File: src/rtl/rstseq_pkg.sv
package rstseq_pkg;

    typedef enum logic [1:0] {
        ST_POR_HOLD = 2'd0,
        ST_POR_CNT  = 2'd1,
        ST_WARM     = 2'd2,
        ST_RUN      = 2'd3
    } rs_state_t;

    localparam int FLG_PIN   = 0;
    localparam int FLG_POR   = 1;
    localparam int FLG_WDOG  = 2;
    localparam int FLG_SW    = 3;
    localparam int MODE_MDIS = 5;
    localparam int REG_W     = 8;

endpackage

File: src/rtl/rstseq_sync.sv
module rstseq_sync #(
    parameter int W = 1
) (
    input  logic         clk,
    input  logic         clr_n,
    input  logic [W-1:0] d,
    output logic [W-1:0] q
);
    logic [W-1:0] meta_q;

    always_ff @(posedge clk or negedge clr_n) begin
        if (!clr_n) begin
            meta_q <= '0;
            q      <= '0;
        end else begin
            meta_q <= d;
            q      <= meta_q;
        end
    end
endmodule

File: src/rtl/rstseq_timer.sv
module rstseq_timer #(
    parameter int CW = 8
) (
    input  logic          clk,
    input  logic          clr_n,
    input  logic          hold,
    input  logic [CW-1:0] lim,
    output logic          done
);
    logic [CW-1:0] cnt_q;

    always_ff @(posedge clk or negedge clr_n) begin
        if (!clr_n) begin
            cnt_q <= '0;
        end else if (hold) begin
            cnt_q <= '0;
        end else if (!done) begin
            cnt_q <= cnt_q + 1'b1;
        end
    end

    assign done = (cnt_q == lim - 1'b1);
endmodule

File: src/rtl/rstseq_status.sv
module rstseq_status
    import rstseq_pkg::*;
(
    input  logic             clk,
    input  logic             clr_n,
    input  logic             set_por,
    input  logic             set_warm,
    input  logic [REG_W-1:0] cause,
    input  logic             mode_we,
    input  logic             mode_din,
    input  logic             clr_mdis,
    output logic [REG_W-1:0] src_q,
    output logic             mdis_q
);
    always_ff @(posedge clk or negedge clr_n) begin
        if (!clr_n) begin
            src_q <= '0;
        end else if (set_por) begin
            src_q          <= '0;
            src_q[FLG_POR] <= 1'b1;
        end else if (set_warm) begin
            src_q <= cause;
        end
    end

    always_ff @(posedge clk or negedge clr_n) begin
        if (!clr_n) begin
            mdis_q <= 1'b0;
        end else if (clr_mdis) begin
            mdis_q <= 1'b0;
        end else if (mode_we) begin
            mdis_q <= mode_din;
        end
    end
endmodule

File: src/rtl/rstseq_top.sv
module rstseq_top
    import rstseq_pkg::*;
#(
    parameter int                POR_SHORT_CYC = 700000,
    parameter int                POR_LONG_CYC  = 1500000,
    parameter int                WARM_CYC      = 16,
    parameter int                ADDR_W        = 16,
    parameter logic [ADDR_W-1:0] BOOT_VEC      = '0
) (
    input  logic              clk,
    input  logic              cold_n,
    input  logic              supply_ok,
    input  logic              dly_sel,
    input  logic              pin_req,
    input  logic              wdog_req,
    input  logic              sw_req,
    input  logic              mode_wr,
    input  logic [7:0]        mode_wdata,
    output logic              sys_rst,
    output logic [7:0]        rst_src,
    output logic [7:0]        mode_reg,
    output logic [ADDR_W-1:0] start_addr
);
    localparam int MAX_A = (POR_SHORT_CYC > POR_LONG_CYC) ? POR_SHORT_CYC : POR_LONG_CYC;
    localparam int MAX_C = (MAX_A > WARM_CYC) ? MAX_A : WARM_CYC;
    localparam int CW    = $clog2(MAX_C + 1);

    rs_state_t  st_q, st_d;
    logic [2:0] raw_in, syn_out;
    logic       sup_s, pin_s, wdog_s, any_req;
    logic       sel_q, tmr_done, tmr_hold;
    logic [CW-1:0] tmr_lim;
    logic [REG_W-1:0] cause, src_q;
    logic       mdis_q, set_por, set_warm, mode_we, clr_mdis;

    // synchronisers for the asynchronous inputs
    assign raw_in = {wdog_req, pin_req, supply_ok};

    rstseq_sync #(.W(3)) u_sync (
        .clk   (clk),
        .clr_n (cold_n),
        .d     (raw_in),
        .q     (syn_out)
    );

    assign sup_s   = syn_out[0];
    assign pin_s   = syn_out[1];
    assign wdog_s  = syn_out[2];
    assign any_req = pin_s | wdog_s | sw_req;

    // delay selection, captured while waiting for supply
    always_ff @(posedge clk or negedge cold_n) begin
        if (!cold_n) begin
            sel_q <= 1'b0;
        end else if (st_q == ST_POR_HOLD) begin
            sel_q <= dly_sel;
        end
    end

    assign tmr_hold = (st_q == ST_POR_HOLD) || (st_q == ST_RUN);
    assign tmr_lim  = (st_q == ST_WARM) ? CW'(WARM_CYC)
                    : (sel_q ? CW'(POR_LONG_CYC) : CW'(POR_SHORT_CYC));

    rstseq_timer #(.CW(CW)) u_tmr (
        .clk   (clk),
        .clr_n (cold_n),
        .hold  (tmr_hold),
        .lim   (tmr_lim),
        .done  (tmr_done)
    );

    // state register
    always_ff @(posedge clk or negedge cold_n) begin
        if (!cold_n) begin
            st_q <= ST_POR_HOLD;
        end else begin
            st_q <= st_d;
        end
    end

    // next state
    always_comb begin
        st_d = st_q;
        unique case (st_q)
            ST_POR_HOLD: begin
                if (sup_s) st_d = ST_POR_CNT;
            end
            ST_POR_CNT: begin
                if (!sup_s)        st_d = ST_POR_HOLD;
                else if (tmr_done) st_d = ST_RUN;
            end
            ST_WARM: begin
                if (!sup_s)        st_d = ST_POR_HOLD;
                else if (tmr_done) st_d = ST_RUN;
            end
            ST_RUN: begin
                if (!sup_s && !mdis_q) st_d = ST_POR_HOLD;
                else if (any_req)      st_d = mdis_q ? ST_POR_HOLD : ST_WARM;
            end
            default: st_d = ST_POR_HOLD;
        endcase
    end

    // cause priority: pin, then watchdog, then software
    always_comb begin
        cause = '0;
        if (pin_s)       cause[FLG_PIN]  = 1'b1;
        else if (wdog_s) cause[FLG_WDOG] = 1'b1;
        else             cause[FLG_SW]   = 1'b1;
    end

    assign set_por  = (st_q == ST_POR_CNT) && (st_d == ST_RUN);
    assign set_warm = (st_q == ST_RUN) && (st_d == ST_WARM);
    assign clr_mdis = (st_d == ST_POR_HOLD);
    assign mode_we  = (st_q == ST_RUN) && (st_d == ST_RUN) && mode_wr;

    rstseq_status u_stat (
        .clk      (clk),
        .clr_n    (cold_n),
        .set_por  (set_por),
        .set_warm (set_warm),
        .cause    (cause),
        .mode_we  (mode_we),
        .mode_din (mode_wdata[MODE_MDIS]),
        .clr_mdis (clr_mdis),
        .src_q    (src_q),
        .mdis_q   (mdis_q)
    );

    // outputs
    always_comb begin
        sys_rst             = (st_q != ST_RUN);
        rst_src             = src_q;
        mode_reg            = '0;
        mode_reg[MODE_MDIS] = mdis_q;
        start_addr          = BOOT_VEC;
    end
endmodule

File: config.mk
export PLATFORM = sky130hd
export DESIGN_NAME = rstseq_top
export DESIGN_NICKNAME = d
export VERILOG_FILES = /design/src/rtl/rstseq_pkg.sv /design/src/rtl/rstseq_sync.sv /design/src/rtl/rstseq_timer.sv /design/src/rtl/rstseq_status.sv /design/src/rtl/rstseq_top.sv
export SDC_FILE = /design/constraint.sdc
export NUM_CORES = 1
export LEC_CHECK = 0
export CAP_MARGIN = 0
export CORE_ASPECT_RATIO = 1.2
export CORE_MARGIN = 1.5
export CORE_UTILIZATION = 23
export DETAILED_ROUTE_END_ITERATION = 8
export GPL_ROUTABILITY_DRIVEN = 0
export GPL_TIMING_DRIVEN = 0
export PLACE_DENSITY = 0.43
export SETUP_SLACK_MARGIN = 0.3
export SLEW_MARGIN = 40
export SYNTH_ARGS = -nofsm -noshare
export SYNTH_HDL_FRONTEND = slang
export SYNTH_HIERARCHICAL = 1
export SYNTH_SLANG_ARGS = --single-unit
File: constraint.sdc
create_clock -name clk -period 8.49 [get_ports clk]
set_input_delay 1.698 -clock clk [delete_from_list [all_inputs] [get_ports clk]]
set_output_delay 1.698 -clock clk [all_outputs]
set_load 0.1 [all_outputs]
* Word-level counts from Yosys, hierarchy flattened
Cells that the tools add are included.
W data, S select, Z words.
** Cells by class
- Eq/ne operators :: 8
- Bitwise operators :: 2
- Mux-type cells :: 19
- $lt $le $gt $ge :: 0
- Reductions and logical operators :: 13
- Add/subtract/negate cells :: 2
- Multiply operators :: 0
- Div/mod/pow operators :: 0
- Shift operators :: 0
** Operators with widths (number)
- $mux W21 :: 4
- $add A21 B1 Y21 const B :: 1
- $eq A21 B21 Y1 :: 1
- $sub A21 B1 Y21 const B :: 1
- $mux W8 :: 2
- $mux W2 :: 7
- $eq A2 B2 Y1 const B :: 4
- $pmux W2 S3 :: 1
- $logic_and A1 B1 Y1 :: 5
- $mux W1 :: 5
- $logic_not A2 Y1 :: 2
- $reduce_bool A2 Y1 :: 2
- $eq A2 B1 Y1 const B :: 1
- $logic_not A1 Y1 :: 2
- $ne A2 B1 Y1 const B :: 1
- $ne A2 B2 Y1 const B :: 1
- $or A1 B1 Y1 :: 2
- $reduce_or A2 Y1 :: 1
- $logic_or A1 B1 Y1 :: 1
** Storage, ports and cells
- Output and inout bits :: 33
- Bits of input ports :: 16
- Memory bits (writable) :: 0
- Bits in registers :: 39
- Memories kept :: 0
- ROM bits :: 0
- Logic and storage cells :: 51
- Bits in latches :: 0

* Depth between registers and ports, before layout
- Depth in word-level cells :: 12
- Gate-level depth with buffers :: 17
- Depth with buffers taken out :: 16

* By module
Netlist, hierarchy kept.
** By module, submodules not included
- rstseq_timer :: area an instance 2006.9 um^2, sequential area each 525.5 um^2, cells each 244, instances 1
- rstseq_top :: area an instance 489.2 um^2, sequential area each 75.1 um^2, cells each 61, instances 1
- rstseq_status :: area an instance 367.9 um^2, sequential area each 225.2 um^2, cells each 29, instances 1
- rstseq_sync :: area an instance 150.1 um^2, sequential area each 150.1 um^2, cells each 6, instances 1

* Least setup slack after synthesis
No wires, ideal clock.
- Path type :: reg-to-reg
- Start :: reg st_q[0]
- End :: reg u_stat.src_q[1]
- Buffers on the path :: 1
- Library setup time :: 0.124 ns
- Data required time :: 8.366 ns
- Data arrival time :: 4.075 ns
- Stages on the path, launching flop included :: 18
- Slack :: 4.291 ns
- Clock period less this slack :: 4.199 ns
- Cell sequence :: dfrtp_1 > inv_1 > ha_1 > inv_1 > or4_4 > or3_4 > or3_4 > o21a_1 > nor3_2 > nor2_1 > o211a_1 > o21ai_0 > a21oi_1 > o21bai_1 > nor3_1 > buf_6 > nor2b_2 > a211o_1
** Between the ends
- Longest elaborated chain between the ends :: 10
- Elaborated cells between the ends (all ways) :: 20
- Classes of those cells :: add/sub (1); eq/ne (6); mux (8); reduce/logical (5)
** RTL lines
- start: declaration :: line rstseq_top.sv:28 : rs_state_t st_q, st_d;
- start signal: assignment :: line rstseq_top.sv:77 : st_q <= st_d;
- $eq A2 B2 Y1 :: line rstseq_top.sv:61 : assign tmr_lim = (st_q == ST_WARM) ? CW'(WARM_CYC)
- $mux W21 :: line rstseq_top.sv:61
- via tmr_lim[4] :: line rstseq_top.sv:32 : logic [CW-1:0] tmr_lim;
- $sub A21 B1 Y21 :: line rstseq_timer.sv:22 : assign done = (cnt_q == lim - 1'b1);
- $eq A21 B21 Y1 :: line rstseq_timer.sv:22
- via tmr_done :: line rstseq_top.sv:31 : logic sel_q, tmr_done, tmr_hold;
- $mux W2 :: line rstseq_top.sv:90, rstseq_top.sv:94
- $mux W2 :: line rstseq_top.sv:93 : if (!sup_s) st_d = ST_POR_HOLD;
- $pmux W2 S3 :: line rstseq_top.sv:84 : unique case (st_q)
- via st_d[0] :: line rstseq_top.sv:28
- $eq A2 B2 Y1 :: line rstseq_top.sv:113 : assign set_warm = (st_q == ST_RUN) && (st_d == ST_WARM);
- $logic_and A1 B1 Y1 :: line rstseq_top.sv:113
- via set_warm :: line rstseq_top.sv:34 : logic mdis_q, set_por, set_warm, mode_we, clr_mdis;
- $reduce_bool A2 Y1 (no line)
- end signal: assignment :: line rstseq_status.sv:22 : src_q <= cause;
- end: declaration :: line rstseq_status.sv:12 : output logic [REG_W-1:0] src_q,
The timed path passes the listed nets, and every way through them passes these cells.
A chain may end at the register's enable or synchronous reset.

* Final worst setup path
Same ends and word-level chain as after synthesis.

==> impl_metrics.py <==
metrics = {
    "status": {
        "status": "finished, final reports clean",
    },
    "sta": {
        "final_max_slew_viols": 0,
        "fmax_ghz": 0.2102,
        "hold_violations": 0,
        "finalSetupViolCount": 0,
        "layout_worst_path_cycle_share_pct": 56.02,
        "tightest_slew_ns": 0.6925,
        "max_slew_margin_pct": 53.62,
        "fin_skew_ns": 0.003923,
        "layout_min_cycle_time_ns": 4.756,
        "final.setup.tns_ns": 0,
        "grt_setup_unrepaired": "no",
    },
    "worst_hold_path": {
        "min-delay-path-class": "reg2reg",
    },
    "floorplanning": {
        "die_height_um": 128.4,
        "effective_utilization_at_floorplan_pct": 23.69,
        "coreArea_um2": 12720,
        "die_area_um2": 13800,
        "design.portCount": 49,
        "fp-row-count": 45,
        "fp.dieW_um": 107.5,
    },
    "clock_tree": {
        "cts-buffers-inserted": 5,
        "clk_pin_slew_worst_paths_ns": 0.06,
        "cts_resized": 0,
        "clock-root-buffer": "sky130_fd_sc_hd__clkbuf_16",
        "cts-hold-fix-buffers": 0,
        "cts_tree": "built",
        "cts_num_sinks": 39,
        "cts.path.max_buffers": 2,
        "post_cts.repair.setup_buffers": 0,
        "cts-htree-levels": 2,
        "clock_latency_of_the_later_clocked_register_in_the_worst_skew_pair_ns": 0.28,
    },
    "final_layout": {
        "antennaDiodeCount": 0,
        "syn2layout_area_growth_pct": 23.58,
        "drive_above_1_share_pct": 18.08,
        "final_core_utilization_pct": 29.27,
        "mostFrequentLayoutCell": "sky130_fd_sc_hd__conb_1",
        "final_net_count": 449,
        "most-common-layout-cells": "sky130_fd_sc_hd__conb_1 (62), sky130_fd_sc_hd__dfrtp_1 (39), sky130_fd_sc_hd__nor2_1 (30), sky130_fd_sc_hd__buf_4 (26), sky130_fd_sc_hd__a21oi_1 (20)",
    },
    "yosys": {
        "yosys_warnings": 6,
        "ys_seq_elements": 39,
        "postSynthCellCount": 340,
        "avgSynthCellArea_um2": 8.865,
        "synth-async-reset-ratio_pct": 100.0,
        "library_cells_used_by_synthesis": 66,
        "synth-main-ff-cell": "sky130_fd_sc_hd__dfrtp_1",
        "synth_enable_flop_cells": 0,
        "synth.yosys.seq_area_share_pct": 32.38,
        "synth.cell_area_um2": 3014,
    },
    "critical_path": {
        "rrSetupSlack_ns": 3.73,
        "reg2reg_to": "u_stat/src_q[1]",
        "endpoint": "u_stat/src_q[1]",
        "r2r.worst_path.cells": 17,
        "crit_fanout": 33,
        "timing.critical_path.to_type": "flip-flop",
        "worst_ep_required_time_ns": 8.65,
        "crit_path_start": "st_q[0]",
        "worst_flop_to_flop_path_startpoint": "st_q[0]",
        "arrival_ns": 4.92,
        "crit_start_category": "flip-flop",
        "criticalPathCategory": "reg2reg",
    },
    "grt": {
        "globalRouteOverflowTotal": 0,
        "grt_usage_pct": 10.51,
        "first_pass_grt_wire_length_um": 11660,
        "initial_antenna_violation_count": 0,
        "pin_count_of_the_biggest_net_entering_global_routing": 40,
        "grt_pass1_vias": 2415,
    },
    "detailed_routing": {
        "drt-pass1-iter-count": 4,
        "vias": 2565,
        "first_iter_violations": 166,
        "wirelength_um": 6896,
        "remaining_number_of_nets_flagged_by_the_antenna_check_after_routing": 0,
        "remaining_drc_errors": 0,
        "wire_per_inst_um": 11.69,
        "drt-vias-per-instance": 4.347,
    },
    "place": {
        "io_buffers": 18,
        "post-dp-hpwl_um": 5201,
    },
    "power_and_ir_drop": {
        "p_leak_nw": 1.617,
        "power_per_cell_area_nw_per_um2": 165.1,
        "vdd_ir_drop_max_v": 0.00009137,
    },
    "flow_run": {
        "drv.max_cap_violation_count": 0,
    },
}
sequential cells by signal, summed over array words and instances, names as in the netlist:
signal         cells
u_sync/q           3
u_sync/meta_q      3
u_stat/mdis_q      1
u_tmr/cnt_q       21
sel_q              1
u_stat/src_q       8
st_q               2
per-layer routing:
layer	vias to the layer above	track usage, %	routed length (um)
met2	63	19.18	3424
met1	1181	12.87	3135
li1	1314	-	-
met3	7	1.672	264
met5	-	0	0
met4	0	2.477	71
metrics by stage:
stage	total power, mW	hold slack [ns]	instances	area [um^2]	setup WS (ns)
after global routing	0.6532	0.3510	590	3725	3.372
after detailed placement	0.4346	0.3347	583	3581	3.614
after global placement	0.4341	0.3334	583	3628	3.458
final	0.6150	0.3462	590	3725	3.734
after CTS	0.6218	0.3474	590	3725	3.609
after floorplan	0.3827	0.3312	401	3243	4.291
logic make-up after synthesis:
group	after synthesis	synth area share (%)
flops	39	32.38
mux	13	4.566
xor+xnor	23	6.683
other cells	1	0.1244
buf+inv	55	10.79
fa+ha+maj	7	2.906
simple gates	136	27.65
compound gates	66	14.90
area by class of cell:
| cell class | instances | area (um^2) |
|---|---|---|
| clock buffers | 6 | 138.9 |
| repair buffers | 18 | 127.6 |
| well taps | 164 | 205.2 |
| multi-input cells | 307 | 1947 |
| clock inverters | 1 | 5.005 |
| fillers | 1410 | 9000 |
| inverters | 18 | 67.56 |
| plain buffers | 37 | 257.7 |
| flip-flops and latches | 39 | 975.9 |
cells in the mapped netlist, drive strengths merged (3+ instances only):
master | n | share of area (%)
or2 | 3 | 0.62
ha | 7 | 2.9
nand3 | 8 | 1.3
o31ai | 9 | 2.2
and3 | 6 | 1.2
a21oi | 20 | 3.3
nor3 | 15 | 2.8
xnor2 | 12 | 3.5
mux2 | 3 | 1.2
nand4 | 10 | 2.1
nor4b | 3 | 0.87
o21ai | 12 | 2.0
buf | 31 | 7.8
dfrtp | 39 | 32
or3 | 11 | 2.7
a211oi | 4 | 1.3
mux2i | 10 | 3.3
or4 | 12 | 3.4
inv | 18 | 2.2
nor2 | 31 | 3.9
nand2 | 14 | 1.7
nor4 | 4 | 2.0
nor2b | 4 | 0.91
xor2 | 11 | 3.2
nand3b | 4 | 1.0
clkbuf | 6 | 0.75
power by group:
group	internal (mW)	leakage, nW	switching, mW
Clock	0.115	0.0727	0.0703
Sequential	0.197	0.525	0.0132
Combinational	0.0635	1.02	0.156
Total	0.375	1.62	0.240
worst min-delay path by stage:
stage                              to  slack [ns]  cells past startpoint              from
after floorplan           u_sync/q[0]        0.33                      0  u_sync/meta_q[0]
after global placement    u_sync/q[0]        0.33                      0  u_sync/meta_q[0]
after detailed placement  u_sync/q[0]        0.33                      0  u_sync/meta_q[0]
after CTS                 u_sync/q[0]        0.35                      0  u_sync/meta_q[0]
after global routing      u_sync/q[2]        0.35                      0  u_sync/meta_q[2]
final                     u_sync/q[1]        0.35                      0  u_sync/meta_q[1]
critical path: stages (launching register included):
cell                       delay, ns
sky130_fd_sc_hd__dfrtp_1        0.41
sky130_fd_sc_hd__inv_1          0.14
sky130_fd_sc_hd__ha_1           0.48
sky130_fd_sc_hd__inv_2          0.35
sky130_fd_sc_hd__or4_4          0.59
sky130_fd_sc_hd__or3_4          0.35
sky130_fd_sc_hd__or3_4          0.36
sky130_fd_sc_hd__o21a_1         0.13
sky130_fd_sc_hd__nor3_2         0.34
sky130_fd_sc_hd__nor2_1         0.07
sky130_fd_sc_hd__o211a_1        0.16
sky130_fd_sc_hd__o21ai_0        0.17
sky130_fd_sc_hd__a21oi_1        0.09
sky130_fd_sc_hd__o21bai_1       0.22
sky130_fd_sc_hd__nor3_1         0.29
sky130_fd_sc_hd__buf_6          0.20
sky130_fd_sc_hd__nor2b_2        0.05
sky130_fd_sc_hd__a211o_1        0.25
Power figures use the tool's default switching activity.
